--- config.mk ---
export PLATFORM = sky130hd
export DESIGN_NAME = rroute_net
export DESIGN_NICKNAME = d
export VERILOG_FILES = /design/src/rtl/rroute_pkg.sv /design/src/rtl/rroute_fifo.sv /design/src/rtl/rroute_xbar.sv /design/src/rtl/rroute_net.sv
export SDC_FILE = /design/constraint.sdc
export NUM_CORES = 1
export LEC_CHECK = 0
export ABC_AREA = 1
export ABC_CLOCK_PERIOD_IN_PS = 4450
export BUFFER_PORTS_ARGS = -buffer_cell sky130_fd_sc_hd__buf_2
export CAP_MARGIN = 10
export CORE_MARGIN = 5
export CORE_UTILIZATION = 60
export CTS_BUF_LIST = sky130_fd_sc_hd__clkbuf_8 sky130_fd_sc_hd__clkbuf_16
export CTS_CLUSTER_DIAMETER = 80
export DETAILED_ROUTE_END_ITERATION = 7
export PLACE_DENSITY_LB_ADDON = 0.2
export SLEW_MARGIN = 10
export SYNTH_ARGS = -nofsm -noshare
export SYNTH_HDL_FRONTEND = slang
export SYNTH_HIERARCHICAL = 1
export SYNTH_SLANG_ARGS = --single-unit
--- constraint.sdc ---
create_clock -name clk -period 4.45 [get_ports clk]
set_clock_uncertainty 0.05 [all_clocks]
set_input_delay 0.2225 -clock clk [delete_from_list [all_inputs] [get_ports clk]]
set_output_delay 0.2225 -clock clk [all_outputs]
set_load 0.005 [all_outputs]
--- src/rtl/rroute_pkg.sv ---
package rroute_pkg;

    localparam int NUNITS = 5;
    localparam int UNIT_W = 3;
    localparam int DATA_W = 32;
    localparam int QDEPTH = 4;

    typedef enum logic [UNIT_W-1:0] {
        U_ALU    = 3'd0,
        U_REG    = 3'd1,
        U_LDST   = 3'd2,
        U_MOVE   = 3'd3,
        U_BRANCH = 3'd4
    } unit_e;

    typedef struct packed {
        logic [UNIT_W-1:0] src;
        logic [UNIT_W-1:0] dst;
        logic              last;
    } route_cmd_t;

    function automatic logic unit_legal(input logic [UNIT_W-1:0] u, input int n);
        return int'(u) < n;
    endfunction

endpackage

--- src/rtl/rroute_fifo.sv ---
module rroute_fifo #(
    parameter int W     = 32,
    parameter int DEPTH = 4
) (
    input  logic         clk,
    input  logic         rst,
    input  logic         in_valid,
    output logic         in_ready,
    input  logic [W-1:0] in_data,
    output logic         out_valid,
    input  logic         out_ready,
    output logic [W-1:0] out_data
);
    localparam int PTR_W = (DEPTH > 1) ? $clog2(DEPTH) : 1;
    localparam int CNT_W = $clog2(DEPTH + 1);
    localparam logic [PTR_W-1:0] LAST_SLOT = PTR_W'(DEPTH - 1);
    localparam logic [CNT_W-1:0] FULL_CNT  = CNT_W'(DEPTH);

    logic [W-1:0]     mem [DEPTH];
    logic [PTR_W-1:0] wptr, rptr;
    logic [CNT_W-1:0] count;
    logic             wr_fire, rd_fire;

    function automatic logic [PTR_W-1:0] bump(input logic [PTR_W-1:0] p);
        return (p == LAST_SLOT) ? '0 : p + PTR_W'(1);
    endfunction

    assign in_ready  = (count != FULL_CNT);
    assign out_valid = (count != '0);
    assign out_data  = mem[rptr];
    assign wr_fire   = in_valid && in_ready;
    assign rd_fire   = out_valid && out_ready;

    always_ff @(posedge clk) begin
        if (rst) begin
            wptr  <= '0;
            rptr  <= '0;
            count <= '0;
        end else begin
            if (wr_fire) wptr <= bump(wptr);
            if (rd_fire) rptr <= bump(rptr);
            case ({wr_fire, rd_fire})
                2'b10:   count <= count + CNT_W'(1);
                2'b01:   count <= count - CNT_W'(1);
                default: count <= count;
            endcase
        end
    end

    always_ff @(posedge clk) begin
        if (wr_fire) mem[wptr] <= in_data;
    end


    no_overflow_chk: assert property (@(posedge clk) disable iff (rst)
        count <= FULL_CNT);


    fill_step_chk: assert property (@(posedge clk) disable iff (rst)
        (wr_fire && !rd_fire) |=> (count == $past(count) + CNT_W'(1)));


    drain_step_chk: assert property (@(posedge clk) disable iff (rst)
        (rd_fire && !wr_fire) |=> (count == $past(count) - CNT_W'(1)));

endmodule

--- src/rtl/rroute_xbar.sv ---
module rroute_xbar
    import rroute_pkg::*;
#(
    parameter int N = 5,
    parameter int W = 32
) (
    input  logic                clk,
    input  logic                rst,
    input  logic                cmd_valid,
    input  route_cmd_t          cmd,
    output logic                cmd_ready,
    input  logic [N-1:0]        src_valid,
    input  logic [N-1:0][W-1:0] src_data,
    output logic [N-1:0]        src_pop,
    input  logic [N-1:0]        dst_space,
    output logic [N-1:0]        dst_push,
    output logic [W-1:0]        dst_data,
    output logic                err
);
    logic         legal;
    logic         sel_valid;
    logic         sel_space;
    logic [W-1:0] sel_data;
    logic         fire;
    logic         err_q;

    assign legal = unit_legal(cmd.src, N) && unit_legal(cmd.dst, N);

    always_comb begin
        sel_valid = 1'b0;
        sel_space = 1'b0;
        sel_data  = '0;
        for (int i = 0; i < N; i++) begin
            if (cmd.src == UNIT_W'(i)) begin
                sel_valid = src_valid[i];
                sel_data  = src_data[i];
            end
            if (cmd.dst == UNIT_W'(i)) begin
                sel_space = dst_space[i];
            end
        end
    end

    assign cmd_ready = legal ? (sel_valid && sel_space) : 1'b1;
    assign fire      = cmd_valid && legal && sel_valid && sel_space;
    assign dst_data  = sel_data;

    always_comb begin
        for (int i = 0; i < N; i++) begin
            dst_push[i] = fire && (cmd.dst == UNIT_W'(i));
            src_pop[i]  = fire && cmd.last && (cmd.src == UNIT_W'(i));
        end
    end

    always_ff @(posedge clk) begin
        if (rst) err_q <= 1'b0;
        else     err_q <= cmd_valid && !legal;
    end

    assign err = err_q;


    one_push_chk: assert property (@(posedge clk) disable iff (rst)
        $onehot0(dst_push));


    pop_needs_push_chk: assert property (@(posedge clk) disable iff (rst)
        (src_pop != '0) |-> (dst_push != '0));


    bad_cmd_flag_chk: assert property (@(posedge clk) disable iff (rst)
        (cmd_valid && !legal) |=> err);


    bad_cmd_inert_chk: assert property (@(posedge clk) disable iff (rst)
        (cmd_valid && !legal) |-> (dst_push == '0 && src_pop == '0));


    empty_src_stall_chk: assert property (@(posedge clk) disable iff (rst)
        (cmd_valid && legal && !sel_valid) |-> !cmd_ready);

endmodule

--- src/rtl/rroute_net.sv ---
module rroute_net
    import rroute_pkg::*;
#(
    parameter int N_UNITS = NUNITS,
    parameter int DW      = DATA_W,
    parameter int DEPTH   = QDEPTH
) (
    input  logic                    clk,
    input  logic                    rst,
    input  logic [N_UNITS-1:0]      res_valid,
    output logic [N_UNITS-1:0]      res_ready,
    input  logic [N_UNITS*DW-1:0]   res_data,
    input  logic                    cmd_valid,
    output logic                    cmd_ready,
    input  logic [UNIT_W-1:0]       cmd_src,
    input  logic [UNIT_W-1:0]       cmd_dst,
    input  logic                    cmd_last,
    output logic [N_UNITS-1:0]      opd_valid,
    input  logic [N_UNITS-1:0]      opd_ready,
    output logic [N_UNITS*DW-1:0]   opd_data,
    output logic                    route_err
);
    route_cmd_t                   cmd;
    logic [N_UNITS-1:0]           head_valid;
    logic [N_UNITS-1:0][DW-1:0]   head_data;
    logic [N_UNITS-1:0]           head_pop;
    logic [N_UNITS-1:0]           opq_space;
    logic [N_UNITS-1:0]           opq_push;
    logic [DW-1:0]                opq_wdata;
    logic                         cmd_legal;

    assign cmd       = '{src: cmd_src, dst: cmd_dst, last: cmd_last};
    assign cmd_legal = unit_legal(cmd_src, N_UNITS) && unit_legal(cmd_dst, N_UNITS);

    for (genvar u = 0; u < N_UNITS; u++) begin : g_unit
        rroute_fifo #(.W(DW), .DEPTH(DEPTH)) u_resq (
            .clk       (clk),
            .rst       (rst),
            .in_valid  (res_valid[u]),
            .in_ready  (res_ready[u]),
            .in_data   (res_data[u*DW +: DW]),
            .out_valid (head_valid[u]),
            .out_ready (head_pop[u]),
            .out_data  (head_data[u])
        );

        rroute_fifo #(.W(DW), .DEPTH(DEPTH)) u_opq (
            .clk       (clk),
            .rst       (rst),
            .in_valid  (opq_push[u]),
            .in_ready  (opq_space[u]),
            .in_data   (opq_wdata),
            .out_valid (opd_valid[u]),
            .out_ready (opd_ready[u]),
            .out_data  (opd_data[u*DW +: DW])
        );


        push_room_chk: assert property (@(posedge clk) disable iff (rst)
            opq_push[u] |-> opq_space[u]);


        push_lands_chk: assert property (@(posedge clk) disable iff (rst)
            opq_push[u] |=> opd_valid[u]);
    end

    rroute_xbar #(.N(N_UNITS), .W(DW)) u_xbar (
        .clk       (clk),
        .rst       (rst),
        .cmd_valid (cmd_valid),
        .cmd       (cmd),
        .cmd_ready (cmd_ready),
        .src_valid (head_valid),
        .src_data  (head_data),
        .src_pop   (head_pop),
        .dst_space (opq_space),
        .dst_push  (opq_push),
        .dst_data  (opq_wdata),
        .err       (route_err)
    );


    src_present_chk: assert property (@(posedge clk) disable iff (rst)
        (cmd_valid && cmd_ready && cmd_legal) |-> (head_valid != '0));


    err_single_chk: assert property (@(posedge clk) disable iff (rst)
        (route_err && !$past(cmd_valid)) |-> 1'b0);

endmodule

Yosys cells after proc, flatten, opt, wreduce, memory -nomap -nowiden
Memory sizes are Yosys's and may differ from the RTL's. A register that Yosys moved wholly into a read port is not among the register bits. Cells that the tools add are included.

Register bits: 71. Memories kept: 10. Input port bits: 180. Bits in writable memories: 1280.

Muxes and demuxes: 86. $lt $le $gt $ge: 2. Eq/ne operators: 58. Add/subtract/negate cells: 40. Reductions and logical operators: 60.

Memory list: g_unit[0].u_opq.mem (words 4, bits a word 32, read ports 1, clocked after memory_dff 1, write ports 1, RTL line rroute_fifo.sv:19) `logic [W-1:0] mem [DEPTH];`; g_unit[0].u_resq.mem (words 4, bits a word 32, read ports 1, clocked after memory_dff 1, write ports 1, RTL line rroute_fifo.sv:19); g_unit[1].u_opq.mem (words 4, bits a word 32, read ports 1, clocked after memory_dff 1, write ports 1, RTL line rroute_fifo.sv:19); g_unit[1].u_resq.mem (words 4, bits a word 32, read ports 1, clocked after memory_dff 1, write ports 1, RTL line rroute_fifo.sv:19); g_unit[2].u_opq.mem (words 4, bits a word 32, read ports 1, clocked after memory_dff 1, write ports 1, RTL line rroute_fifo.sv:19); g_unit[2].u_resq.mem (words 4, bits a word 32, read ports 1, clocked after memory_dff 1, write ports 1, RTL line rroute_fifo.sv:19); +4 memories.

Operators with widths (number): $mux W32 (5); $mux W2 (40); $eq A2 B2 Y1 const B (30); $pmux W3 S2 (10); $add A2 B1 Y2 const B (20); $logic_and A1 B1 Y1 (37); $mux W1 (31); $add A3 B1 Y3 const B (10); $ne A3 B3 Y1 const B (10); $reduce_bool A3 Y1 (10); $sub A3 B1 Y3 const B (10); $eq A2 B1 Y1 const B (10); $reduce_bool A2 Y1 (10); $eq A3 B2 Y1 const B (4); $eq A3 B1 Y1 const B (2); $eq A3 B3 Y1 const B (2); $logic_not A3 Y1 (2); $lt A3 B3 Y1 const B (2); $logic_not A1 Y1 (1).

Logic depth before layout (Yosys ltp)
Depth in word-level cells: 13. Depth in mapped cells: 19. Mapped depth without buffers: 19.

Hierarchy
Netlist, hierarchy kept.

Modules (own cells, without submodules): rroute_fifo (g_unit[0].u_opq ...) (seq. area each 4023.9 sq um, area each 5283.8 sq um, instances 6, cells each 379); rroute_fifo (g_unit[3].u_opq ...) (seq. area each 4023.9 sq um, area each 5276.3 sq um, instances 4, cells each 379); rroute_xbar (seq. area each 20.0 sq um, area each 1385.1 sq um, instances 1, cells each 299).

Worst setup path before layout
Ideal clock, no wire load.

Kind: register -> register. From: register g_unit[1].u_resq.count[2]. To: memory g_unit[3].u_opq.mem[0][0], enable pin. Stages on the path, launching flop included: 11. Arrival time: 2678 ps. Buffers on the path: 0. Library setup time: 421 ps. Required time: 3979 ps. Setup slack: 1301 ps. Cells stage by stage: dfxtp_1 inv_1 nand2_1 inv_1 o21ai_1 nor2_1 nor2_4 nand3_2 nor2_1 nand2_1 nor2_1.

Word-level cells in the longest chain between the ends: 11.

Ends and longest elaborated chain: start, declared (RTL line rroute_fifo.sv:21) `logic [CNT_W-1:0] count;`; start signal, assigned (RTL line rroute_fifo.sv:43) `2'b10: count <= count + CNT_W'(1);`; start signal, assigned (RTL line rroute_fifo.sv:44) `2'b01: count <= count - CNT_W'(1);`; start signal, assigned (RTL line rroute_fifo.sv:45) `default: count <= count;`; $reduce_bool A3 Y1 (RTL line rroute_fifo.sv:29) `assign out_valid = (count != '0);`; named net head_valid[1] (RTL line rroute_net.sv:24) `logic [N_UNITS-1:0] head_valid;`; $mux W1 (4 in series) (RTL line rroute_xbar.sv:34) `if (cmd.src == UNIT_W'(i)) begin`; $logic_and A1 B1 Y1 (2 in series) (RTL line rroute_xbar.sv:45) `assign fire = cmd_valid && legal && sel_valid && sel_space;`; $logic_and A1 B1 Y1 (RTL line rroute_xbar.sv:50) `dst_push[i] = fire && (cmd.dst == UNIT_W'(i));`; named net opq_push[3] (RTL line rroute_net.sv:28) `logic [N_UNITS-1:0] opq_push;`; $logic_and A1 B1 Y1 (RTL line rroute_fifo.sv:31) `assign wr_fire = in_valid && in_ready;`; $mux W1 (RTL line rroute_fifo.sv:51) `if (wr_fire) mem[wptr] <= in_data;`; $mux W1 (not written as such) (RTL line rroute_fifo.sv:51); end, declared (RTL line rroute_fifo.sv:19).

The timed path passes the listed nets, and every way through them passes these cells.

Worst setup path in the final report
From: register g_unit[3].u_opq.count[1]. To: register g_unit[3].u_opq.count[1].

Word-level cells in the longest chain between the ends: 8. Elaborated cells on any way between the ends: 14. Classes of those cells: 2 x add/sub; 3 x eq/ne; 3 x mux; 6 x reduce/logical.

Ends and longest elaborated chain: start, declared (RTL line rroute_fifo.sv:21); start signal, assigned (RTL line rroute_fifo.sv:43); start signal, assigned (RTL line rroute_fifo.sv:44); start signal, assigned (RTL line rroute_fifo.sv:45); $ne A3 B3 Y1 * (RTL line rroute_fifo.sv:28) `assign in_ready = (count != FULL_CNT);`; named net opq_space[3] (RTL line rroute_net.sv:27) `logic [N_UNITS-1:0] opq_space;`; $mux W1 * (2 in series) (RTL line rroute_xbar.sv:38) `if (cmd.dst == UNIT_W'(i)) begin`; $logic_and A1 B1 Y1 * (RTL line rroute_xbar.sv:45); $logic_and A1 B1 Y1 * (RTL line rroute_xbar.sv:50); named net opq_push[3] (RTL line rroute_net.sv:28); $logic_and A1 B1 Y1 * (RTL line rroute_fifo.sv:31); $eq A2 B1 Y1 or $eq A2 B2 Y1 (tied branches) (RTL line rroute_fifo.sv:42) `case ({wr_fire, rd_fire})`; $pmux W3 S2 or $reduce_bool A2 Y1 (tied branches).

The timed path passes the listed nets; every way through them passes the cells marked *. A chain may end at the register's enable or synchronous reset.

==> metrics <==
synthesized instance count 4089; top post-synthesis cells by area edfxtp_1 (71%), nor2_1 (5.5%), o21ai_0 (3.8%), o22ai_1 (3.7%), dfxtp_1 (3.4%); DR WL/cell 23.0 µm; CTS tree done; Routed Antenna Nets 0; Horiz. Die Dim 311 µm; slew margin rel. 26.1%; DR vias/cell 5.87; I/O Pins 352; CTS root buffer clkbuf_16; post-synthesis register bit count 1371; cells along the critical path nor2_1 -> nand2_1 -> nor2_1 -> nor2_1 -> nand2_1 -> nand2_1 -> nand3_2 -> nor2_1 -> nand2_1 -> ha_1 -> inv_1 -> fa_1 -> a21oi_1; Initial Util about 60%; slowest stage cell, crit path nor2_1; Data arrival, critical path about 3900 ps; CTS clk-pin slew, worst paths 60 ps; Synth area leader edfxtp_1; worst hold path class input pin to flop; post_cts resized 0; final setup fails 0; status complete, no violations; die height 311 µm; post-synthesis average cell area 13.3 µm²; Min Clock Period, post-route 3260 ps; H-tree levels 4; worst skew pair latency between 700 and 800 ps; Req. time, crit path 5050 ps; DIE AREA 96400 µm²; core area 89900 µm²; max cap viols 0; Synth top area share 70.9%; Final Max Tran Viols 0; first-pass GRT wire length 200000 µm; 1st-pass router iterations 6; initial antenna violation count 11; Synthesis Warnings 6; GRT Total Usage between 20% and 30%; GPL Wtd Cong 0.842; Peak VDD IR approximately 370 µV; most frequent cells in the layout edfxtp_1 (1280), nor2_1 (748), o21ai_0 (412); via count 34900; Post-CTS Setup Inserts 0; num rows 110; total grt overflow 0; share of layout cells above drive strength 1 approximately 15%; Hold WS approximately 66 ps; port bufs 351; TNS Setup 0 ps; f_max 306 MHz; reg2reg path depth 13; Yosys cell types 30; WS Path Type flop to flop; Syn Nets approximately 4300; initial DRC count about 4000; CP Capture Type flop; PD cells about 470 nW/µm²; Routed WL about 140000 µm; CTS Buffer Depth 3; largest net degree at the start of global routing 65; Startpoint Class flop; CTS Sinks roughly 1400; Final Hold Fails 0; register area share after synthesis 74.3%; Layout area overhead 15.7%; Final Cycle Share 73.3%; worst slew pin tran 1110 ps; most common cell after layout, fill and taps aside edfxtp_1; DP HPWL 84400 µm; number of global-route vias before repair 32900; leakage 22.6 nW; RSZ-0062 raised after global routing no; Num CTS Buffers ~140; CP peak stage delay 530 ps; number of remaining DRC errors 0; critical path peak fanout 6; Hold Crit Depth 6; Final nets 4891; area of the mapped netlist 54200 µm²
==> cell families after synthesis <==
group                    count (synthesis)  share of synthesized area (%)
adder cells (fa/ha/maj)                 70                           1.75
buffers and inverters                  429                           4.73
flip-flops                            1371                           74.3
AND/OR/NAND/NOR                       1127                           8.39
AO/OA/AOI/OAI                         1092                           10.8
==> registers in the layout, summed over array words and instances, names as in the netlist, named ones only <==
name	count
g_unit.u_resq/mem	640
g_unit.u_opq/wptr	10
u_xbar/err	1
g_unit.u_opq/count	15
g_unit.u_resq/wptr	10
g_unit.u_resq/count	15
g_unit.u_opq/rptr	10
g_unit.u_opq/mem	640
g_unit.u_resq/rptr	10
==> critical path, delay by kind of cell, from the launching register on <==
family                   cells  cell delay [ps]
flip-flops                   1              350
buffers and inverters        1               90
adder cells (fa/ha/maj)      2              730
AND/OR/NAND/NOR              9             1840
AO/OA/AOI/OAI                1              150
==> timing repair <==
| action | CTS | global route |
|---|---|---|
| hold buffers | 174 | 0 |
| setup endpoints to repair | 0 | 0 |
| endpoints found under the hold margin | 701 | 0 |
==> area by class of cell <==
type                            instances  area (µm²)
Sequential cell                      1371       40300
Fill cell                            6018       27100
Multi-Input combinational cell       2289       11500
Timing Repair Buffer                  621        4220
Clock buffer                          146        3620
Tap cell                             1176        1470
Inverter                              220         901
Clock inverter                        100         703
Antenna cell                           12        30.0
==> per-stage QoR <==
stage	cells	util [%]	cell area [µm²]	worst slack, ps	total power [mW]
detailed placement	5503	63.0	56600	1190	18.5
floorplan	4089	-	54200	1300	17.0
global placement	5503	63.0	56600	1290	18.4
CTS	5923	69.8	62700	1210	29.5
global route	5929	69.8	62700	1010	30.4
finish	5935	69.8	62700	1190	29.4
==> routing by layer <==
| layer | vias to the layer above | part of all wire, % | global-route usage, % |
|---|---|---|---|
| li1 | 16100 | - | - |
| met1 | 17000 | 39 | 37.3 |
| met2 | 1578 | 48 | 44.8 |
| met3 | 254 | 9.0 | 4.91 |
| met4 | 2 | 3.9 | 10.7 |
| met5 | - | 0.0095 | 0 |
==> synth_stat cells <==
cell type,instances
buf_4,30
nor2_2,2
nor3b_1,1
buf_6,90
ha_1,60
nand4_2,1
inv_8,10
o22ai_1,321
edfxtp_1,1280
o21ai_0,412
nand4_1,12
inv_1,199
nand3_2,2
dfxtp_1,91
o22a_1,1
nand2_2,6
nand3_1,83
nand2_4,6
nor2_1,788
buf_1,2
nand2_1,203
o21ai_1,282
a31oi_1,1
nor2_4,2
buf_2,72
nand3b_1,21
fa_1,10
clkbuf_1,15
inv_2,11
a21oi_1,75
==> power by group <==
group	switching, mW	leakage, nW	internal, mW
registers	0.212	12.5	14.6
clock network	4.60	2.25	6.37
logic	2.44	7.86	1.15
==> final timing paths <==
check | start | to | slack [ps]
max | g_unit[3].u_opq/count[1] | g_unit[3].u_opq/count[1] | 1190
min reg2reg | g_unit[1].u_opq/rptr[1] | flop | 470
min | cmd_src[1] | g_unit[0].u_resq/rptr[1] | 70
max reg2reg | g_unit[3].u_opq/count[1] | g_unit[3].u_opq/count[1] | 1190
Power figures use the tool's default switching activity.
